`src/rtl/usb_ft_pkg.sv`:
```
package usb_ft_pkg;
    typedef enum logic [1:0] {
        SEQ_IDLE     = 2'd0,
        SEQ_ANNOUNCE = 2'd1,
        SEQ_STORE    = 2'd2
    } seq_state_t;

    localparam int REG_ADDR_W = 3;
    localparam logic [REG_ADDR_W-1:0] ADDR_INTERVAL = 3'd0;
    localparam logic [REG_ADDR_W-1:0] ADDR_REMAIN   = 3'd1;
    localparam logic [REG_ADDR_W-1:0] ADDR_FRAME    = 3'd2;
    localparam logic [REG_ADDR_W-1:0] ADDR_PSTART   = 3'd3;
    localparam logic [REG_ADDR_W-1:0] ADDR_STATUS   = 3'd4;
endpackage

```
`src/rtl/ft_frame_counter.sv`:
```
module ft_frame_counter #(
    parameter int CNT_W = 14,
    parameter int FN_W  = 16
) (
    input  logic             clk,
    input  logic             rst,
    input  logic             run_i,
    input  logic             tick_i,
    input  logic [CNT_W-1:0] interval_i,
    input  logic [CNT_W-1:0] pstart_i,
    output logic [CNT_W-1:0] remain_o,
    output logic [FN_W-1:0]  fn_o,
    output logic [FN_W-1:0]  fn_adv_o,
    output logic             boundary_o,
    output logic             periodic_en_o
);
    logic [CNT_W-1:0] remain_q;
    logic [FN_W-1:0]  fn_q;
    logic             pe_q;

    assign boundary_o    = run_i && tick_i && (remain_q == '0);
    assign fn_adv_o      = fn_q + 1'b1;
    assign remain_o      = remain_q;
    assign fn_o          = fn_q;
    assign periodic_en_o = pe_q;

    always_ff @(posedge clk) begin
        if (rst) begin
            remain_q <= '0;
            fn_q     <= '0;
            pe_q     <= 1'b0;
        end else begin
            if (run_i && tick_i) begin
                remain_q <= boundary_o ? interval_i : remain_q - 1'b1;
            end
            if (boundary_o) begin
                fn_q <= fn_adv_o;
            end
            if (boundary_o) begin
                pe_q <= 1'b0;
            end else if (run_i && (remain_q <= pstart_i)) begin
                pe_q <= 1'b1;
            end
        end
    end
endmodule

```
`src/rtl/ft_sof_seq.sv`:
```
module ft_sof_seq
    import usb_ft_pkg::*;
#(
    parameter int FN_W = 16
) (
    input  logic            clk,
    input  logic            rst,
    input  logic            boundary_i,
    input  logic [FN_W-1:0] fn_i,
    input  logic [FN_W-1:0] fn_adv_i,
    input  logic            ready_i,
    output logic            sof_req_o,
    output logic [FN_W-1:0] sof_num_o,
    output logic            valid_o,
    output logic [FN_W-1:0] data_o,
    output logic            fetch_ok_o,
    output logic            accept_o
);
    seq_state_t      state_q, state_d;
    logic            pend_q;
    logic [FN_W-1:0] num_q;
    logic            accept;
    logic            restart;

    assign accept  = (state_q == SEQ_STORE) && ready_i;
    assign restart = accept && (pend_q || boundary_i);

    always_comb begin
        state_d = state_q;
        unique case (state_q)
            SEQ_IDLE:     if (boundary_i) state_d = SEQ_ANNOUNCE;
            SEQ_ANNOUNCE: state_d = SEQ_STORE;
            SEQ_STORE: begin
                if (restart)     state_d = SEQ_ANNOUNCE;
                else if (accept) state_d = SEQ_IDLE;
            end
            default:      state_d = SEQ_IDLE;
        endcase
    end

    always_ff @(posedge clk) begin
        if (rst) begin
            state_q <= SEQ_IDLE;
            pend_q  <= 1'b0;
            num_q   <= '0;
        end else begin
            state_q <= state_d;
            if (state_q == SEQ_IDLE && boundary_i) begin
                num_q <= fn_adv_i;
            end else if (restart) begin
                num_q <= boundary_i ? fn_adv_i : fn_i;
            end
            if (accept) begin
                pend_q <= 1'b0;
            end else if (state_q != SEQ_IDLE && boundary_i) begin
                pend_q <= 1'b1;
            end
        end
    end

    always_comb begin
        sof_req_o  = (state_q == SEQ_ANNOUNCE);
        valid_o    = (state_q == SEQ_STORE);
        fetch_ok_o = (state_q == SEQ_IDLE);
        sof_num_o  = num_q;
        data_o     = num_q;
        accept_o   = accept;
    end
endmodule

```
`src/rtl/ft_regs.sv`:
```
module ft_regs
    import usb_ft_pkg::*;
#(
    parameter int          CNT_W        = 14,
    parameter int          FN_W         = 16,
    parameter int          DATA_W       = 32,
    parameter int unsigned INTERVAL_RST = 11999,
    parameter int unsigned PSTART_RST   = 10799
) (
    input  logic                  clk,
    input  logic                  rst,
    input  logic [REG_ADDR_W-1:0] addr_i,
    input  logic                  wr_i,
    input  logic [DATA_W-1:0]     wdata_i,
    input  logic                  accept_i,
    input  logic [CNT_W-1:0]      remain_i,
    input  logic [FN_W-1:0]       fn_i,
    output logic [CNT_W-1:0]      interval_o,
    output logic [CNT_W-1:0]      pstart_o,
    output logic                  flag_o,
    output logic [DATA_W-1:0]     rdata_o
);
    logic [CNT_W-1:0] interval_q;
    logic [CNT_W-1:0] pstart_q;
    logic             flag_q;
    logic             unused_wbits;

    assign unused_wbits = ^wdata_i[DATA_W-1:CNT_W];

    always_ff @(posedge clk) begin
        if (rst) begin
            interval_q <= CNT_W'(INTERVAL_RST);
            pstart_q   <= CNT_W'(PSTART_RST);
            flag_q     <= 1'b0;
        end else begin
            if (wr_i && addr_i == ADDR_INTERVAL) interval_q <= wdata_i[CNT_W-1:0];
            if (wr_i && addr_i == ADDR_PSTART)   pstart_q   <= wdata_i[CNT_W-1:0];
            if (accept_i) begin
                flag_q <= 1'b1;
            end else if (wr_i && addr_i == ADDR_STATUS && wdata_i[0]) begin
                flag_q <= 1'b0;
            end
        end
    end

    always_comb begin
        case (addr_i)
            ADDR_INTERVAL: rdata_o = DATA_W'(interval_q);
            ADDR_REMAIN:   rdata_o = DATA_W'(remain_i);
            ADDR_FRAME:    rdata_o = DATA_W'(fn_i);
            ADDR_PSTART:   rdata_o = DATA_W'(pstart_q);
            ADDR_STATUS:   rdata_o = DATA_W'(flag_q);
            default:       rdata_o = '0;
        endcase
    end

    assign interval_o = interval_q;
    assign pstart_o   = pstart_q;
    assign flag_o     = flag_q;
endmodule

```
`src/rtl/usb_frame_timer.sv`:
```
module usb_frame_timer
    import usb_ft_pkg::*;
#(
    parameter int          CNT_W        = 14,
    parameter int          FN_W         = 16,
    parameter int          DATA_W       = 32,
    parameter int unsigned INTERVAL_RST = 11999,
    parameter int unsigned PSTART_RST   = 10799
) (
    input  logic                  clk,
    input  logic                  rst,
    input  logic                  run_i,
    input  logic                  bit_tick_i,
    input  logic [REG_ADDR_W-1:0] reg_addr_i,
    input  logic                  reg_wr_i,
    input  logic [DATA_W-1:0]     reg_wdata_i,
    output logic [DATA_W-1:0]     reg_rdata_o,
    output logic                  sof_req_o,
    output logic [FN_W-1:0]       sof_num_o,
    output logic                  mem_wr_valid_o,
    output logic [FN_W-1:0]       mem_wr_data_o,
    input  logic                  mem_wr_ready_i,
    output logic                  desc_fetch_ok_o,
    output logic                  periodic_en_o,
    output logic                  sof_flag_o
);
    logic [CNT_W-1:0] interval_q;
    logic [CNT_W-1:0] pstart_q;
    logic [CNT_W-1:0] remain_q;
    logic [FN_W-1:0]  fn_q;
    logic [FN_W-1:0]  fn_adv;
    logic             boundary;
    logic             accept;

    ft_frame_counter #(.CNT_W(CNT_W), .FN_W(FN_W)) u_cnt (
        .clk(clk), .rst(rst), .run_i(run_i), .tick_i(bit_tick_i),
        .interval_i(interval_q), .pstart_i(pstart_q),
        .remain_o(remain_q), .fn_o(fn_q), .fn_adv_o(fn_adv),
        .boundary_o(boundary), .periodic_en_o(periodic_en_o)
    );

    ft_sof_seq #(.FN_W(FN_W)) u_seq (
        .clk(clk), .rst(rst), .boundary_i(boundary), .fn_i(fn_q),
        .fn_adv_i(fn_adv), .ready_i(mem_wr_ready_i),
        .sof_req_o(sof_req_o), .sof_num_o(sof_num_o),
        .valid_o(mem_wr_valid_o), .data_o(mem_wr_data_o),
        .fetch_ok_o(desc_fetch_ok_o), .accept_o(accept)
    );

    ft_regs #(
        .CNT_W(CNT_W), .FN_W(FN_W), .DATA_W(DATA_W),
        .INTERVAL_RST(INTERVAL_RST), .PSTART_RST(PSTART_RST)
    ) u_regs (
        .clk(clk), .rst(rst), .addr_i(reg_addr_i), .wr_i(reg_wr_i),
        .wdata_i(reg_wdata_i), .accept_i(accept), .remain_i(remain_q),
        .fn_i(fn_q), .interval_o(interval_q), .pstart_o(pstart_q),
        .flag_o(sof_flag_o), .rdata_o(reg_rdata_o)
    );
endmodule

```
`config.mk`:
```
export PLATFORM = sky130hd
export DESIGN_NAME = usb_frame_timer
export DESIGN_NICKNAME = d
export VERILOG_FILES = /design/src/rtl/usb_ft_pkg.sv /design/src/rtl/ft_frame_counter.sv /design/src/rtl/ft_sof_seq.sv /design/src/rtl/ft_regs.sv /design/src/rtl/usb_frame_timer.sv
export SDC_FILE = /design/constraint.sdc
export NUM_CORES = 1
export LEC_CHECK = 0
export ABC_AREA = 1
export ABC_CLOCK_PERIOD_IN_PS = 1600
export BUFFER_PORTS_ARGS = -buffer_cell sky130_fd_sc_hd__buf_2
export CORE_MARGIN = 1
export CORE_UTILIZATION = 50
export DETAILED_ROUTE_END_ITERATION = 7
export GPL_TIMING_DRIVEN = 1
export HOLD_SLACK_MARGIN = 0.08
export PLACE_DENSITY = 0.77
export SLEW_MARGIN = 20
export SYNTH_ARGS = -nofsm -noshare
export SYNTH_HDL_FRONTEND = slang
export SYNTH_SLANG_ARGS = --single-unit
```
`constraint.sdc`:
```
create_clock -name clk -period 1.6 [get_ports clk]
set_input_delay 0.24 -clock clk [delete_from_list [all_inputs] [get_ports clk]]
set_output_delay 0.24 -clock clk [all_outputs]
set_load 0.02 [all_outputs]
```
==> flow_metrics.tcl <==
set metrics [dict create \
    outcome "finished, violations left" \
    violations "negative setup slack" \
    rrSetupSlack_ns -0.09 \
    nNetsFinal 904 \
    fin_crit_sh_pct 105.6 \
    finalHoldViolCount 0 \
    synthTopCellsByArea "dfxtp_1 33%, nand2_1 14%, inv_1 6.7%" \
    worstPathCellList "buf_6 > nor2_4 > nand2_2 > nor2_4 > nand2_8 > buf_6 > a21oi_1 > o21ai_0 > a21oi_1" \
    cpMaxStageDelayCell "dfxtp_2" \
    grt-ovfl-total 0 \
    die_h_um 100.5 \
    slowest_delay_ns 0.33 \
    fin_skew_ns 0.01362 \
    crit_fanout 7 \
    finalWirelength_um 15330 \
    crit_buf_inv 2 \
    power_switching_mw 1.975 \
    synth_area_um2 4847 \
    fin_total_pwr_mw 5.820 \
    clk_latency_ns 0.36 \
    ant_nets 0 \
    synthTopCellsByCount "177 x nand2_1, 87 x inv_1, 79 x dfxtp_1, 76 x nor2_1, 60 x a21oi_1" \
    synth-main-ff-cell "dfxtp_1" \
    grt_util_all_layers_pct 28.56 \
    worst_setup_path_start_kind "flop" \
    async_reset_ff_share_pct 0 \
    pwr-share-clk_pct 31.4 \
    critPathArrivalTime_ns 1.97 \
    synth.avg_cell_area_um2 6.613 \
    grt_setup_unrepaired "true" \
    fin_crit_ns 1.690 \
    p_comb_share_pct 31.1 \
    yosysUniqueCellTypes 35 \
    post_drt_wl_per_cell_um 15.67 \
    rows 35 \
    n_fill_cell 740 \
    max_freq_ghz 0.5917 \
    grt_use_met2_pct 48.79 \
    setup_slack_ns -0.08996 \
    drive_gt1_share_pct 34.39 \
    core_area_um2 9328 \
    n_antenna_cell 0 \
    cap_violations 0 \
    holdCritPathClass "input pin to flop" \
    io_pins 110 \
    report.final.slew_viol_count 0 \
    setup_viol 19 \
    worst_slew_pin_slew_ns 0.5041 \
    hold_buffers 0 \
    clk_pin_slew_ns 0.09 \
    root_buffer "clkbuf_8" \
    ys_seq_area_share_pct 32.63 \
    grt_start_max_net_pins 39 \
    crit_type "flop to flop" \
    start_util_pct 51.97 \
    vias_per_cell 5.532 \
    max-clock-path-buffers 2 \
    path_delay_family "simple AND/OR/NAND/NOR gates" \
    yosys_warnings 0 \
    yosys.area.top_type "dfxtp_1" \
    pre_cts_ws_ns -0.1028 \
    internal-power_mw 3.845 \
    seqPwrFrac_pct 37.5 \
    syn_to_final_growth_pct 32.37 \
    use_met3_pct 4.924 \
    grtUsageMet1_pct 35.10 \
    dp_hpwl_um 10040 \
    grt_pass1_wl_um 22600 \
    dieArea_um2 10090 \
    top_usage_layer "met2" \
    cts_tree "done" \
    cts_buffers 9 \
    crit_required_ns 1.88 \
    syn_inst 733 \
    synth_top_area_share_pct 32.63 \
    synth-edff-count 0 \
    antenna_found_initial 0 \
    fp.dieW_um 100.5 \
    yosysMostFrequentCell "nand2_1" \
    cts_sinks 79 \
    power_density_nw_per_um2 907.1 \
    grt_pass1_vias 4848 \
    synth.ff_latch_count 79 \
    dr.pass1.iters 5 \
    ir_worst_vdd_mv 0.5111 \
    io_buffers 75 \
    gp_congestion 0.9476 \
    relSlewSlack_pct 66.40 \
    p_sw_share_pct 33.94 \
    vias 5410 \
    drc 0 \
    cp-end-kind "flop" \
    leakage_nw 3.080 \
    htree_levels 3 \
    drt_iter0_markers 577 \
]
placed cells by master (no fill, tap or decap), drive strengths merged:
| master | count |
|---|---|
| a21oi | 60 |
| nand3b | 11 |
| bufinv | 3 |
| nand2 | 187 |
| ha | 17 |
| o22ai | 13 |
| inv | 95 |
| buf | 141 |
| o21ai | 53 |
| o211ai | 5 |
| clkbuf | 11 |
| o21a | 1 |
| nand3 | 47 |
| xor2 | 4 |
| nor3 | 3 |
| or2 | 2 |
| nor2 | 87 |
| o2111ai | 1 |
| nand4 | 8 |
| conb | 16 |
| clkinv | 1 |
| and3 | 1 |
| and2 | 3 |
| dfxtp | 79 |
per-stage QoR:
step | hold slack (ns) | std cells | setup TNS (ns) | util, % | area (um2)
after global routing | 0.1142 | 978 | -3.450 | 68.79 | 6416
after detailed placement | 0.4473 | 941 | -1.162 | 58.51 | 5458
after floorplan | 0.3532 | 748 | 0 | - | 4903
final | 0.09881 | 978 | -0.7261 | 68.79 | 6416
after global placement | 0.4388 | 941 | -0.2427 | 58.51 | 5458
after CTS | 0.09397 | 964 | -0.02197 | 63.47 | 5921
cells by family after synthesis:
kind of cell             synth area share (%)
AO/OA/AOI/OAI                           14.61
XOR/XNOR                               0.7227
adder cells (fa/ha/maj)                 4.388
buffers and inverters                   15.05
flip-flops                              32.63
other                                 0.07737
AND/OR/NAND/NOR                         32.52
worst register-to-register path, stage by stage, from the launching register on:
cell     delay (ns)
dfxtp_2        0.33
buf_6          0.11
nor2_4         0.13
nand2_2        0.08
nor2_4         0.22
nand2_8        0.14
buf_6          0.16
a21oi_1        0.16
o21ai_0        0.13
a21oi_1        0.14
timing repair:
item,4_1_cts,5_1_grt
setup endpoints to repair,41,57
cloned,1,2
buffers inserted,8,12
resized for setup,62,116
pin swaps,12,41
power groups by stage:
stage / Sequential (mW) / Clock, mW / Combinational [mW]
3_5_place_dp: 2.22 / 0 / 1.44
6_report: 2.18 / 1.83 / 1.81
3_3_place_gp: 2.21 / 0 / 1.41
2_1_floorplan: 2.25 / 0 / 1.02
4_1_cts: 2.17 / 1.83 / 1.55
5_1_grt: 2.20 / 1.90 / 1.96
path summary, 6_finish.rpt:
check                           start                     to  cells past startpoint
setup / recovery    u_cnt.remain_o[6]      u_cnt.remain_o[3]                      9
hold / removal        reg_wdata_i[10]  u_regs.interval_o[10]                      3
setup reg to reg    u_cnt.remain_o[6]      u_cnt.remain_o[3]                      9
hold reg to reg   u_cnt.periodic_en_o    u_cnt.periodic_en_o                      2
metal layers:
metal	wire, um	part of all wire [%]
met2	7476	49
met1	6229	41
met4	621	4.1
met5	0	0
met3	1003	6.5
state kept, by name (all words and copies together) (netlist names):
signal	count
u_seq.state_q	2
u_cnt.periodic_en_o	1
u_cnt.fn_o	16
u_regs.interval_o	14
u_cnt.remain_o	14
u_regs.flag_o	1
u_regs.pstart_o	14
u_seq.pend_q	1
u_seq.data_o	16
area by class of cell:
cell class	count	area, um2	area share, %
clock buffer	10	137.6	2.145
multi-input combinational	519	2975	46.37
sequential	79	1639	25.55
inverter	95	381.6	5.948
clock inverter	4	95.09	1.482
timing repair buffer	142	1026	15.99
tap	129	161.4	2.516
(Power assumes the default switching activity.)
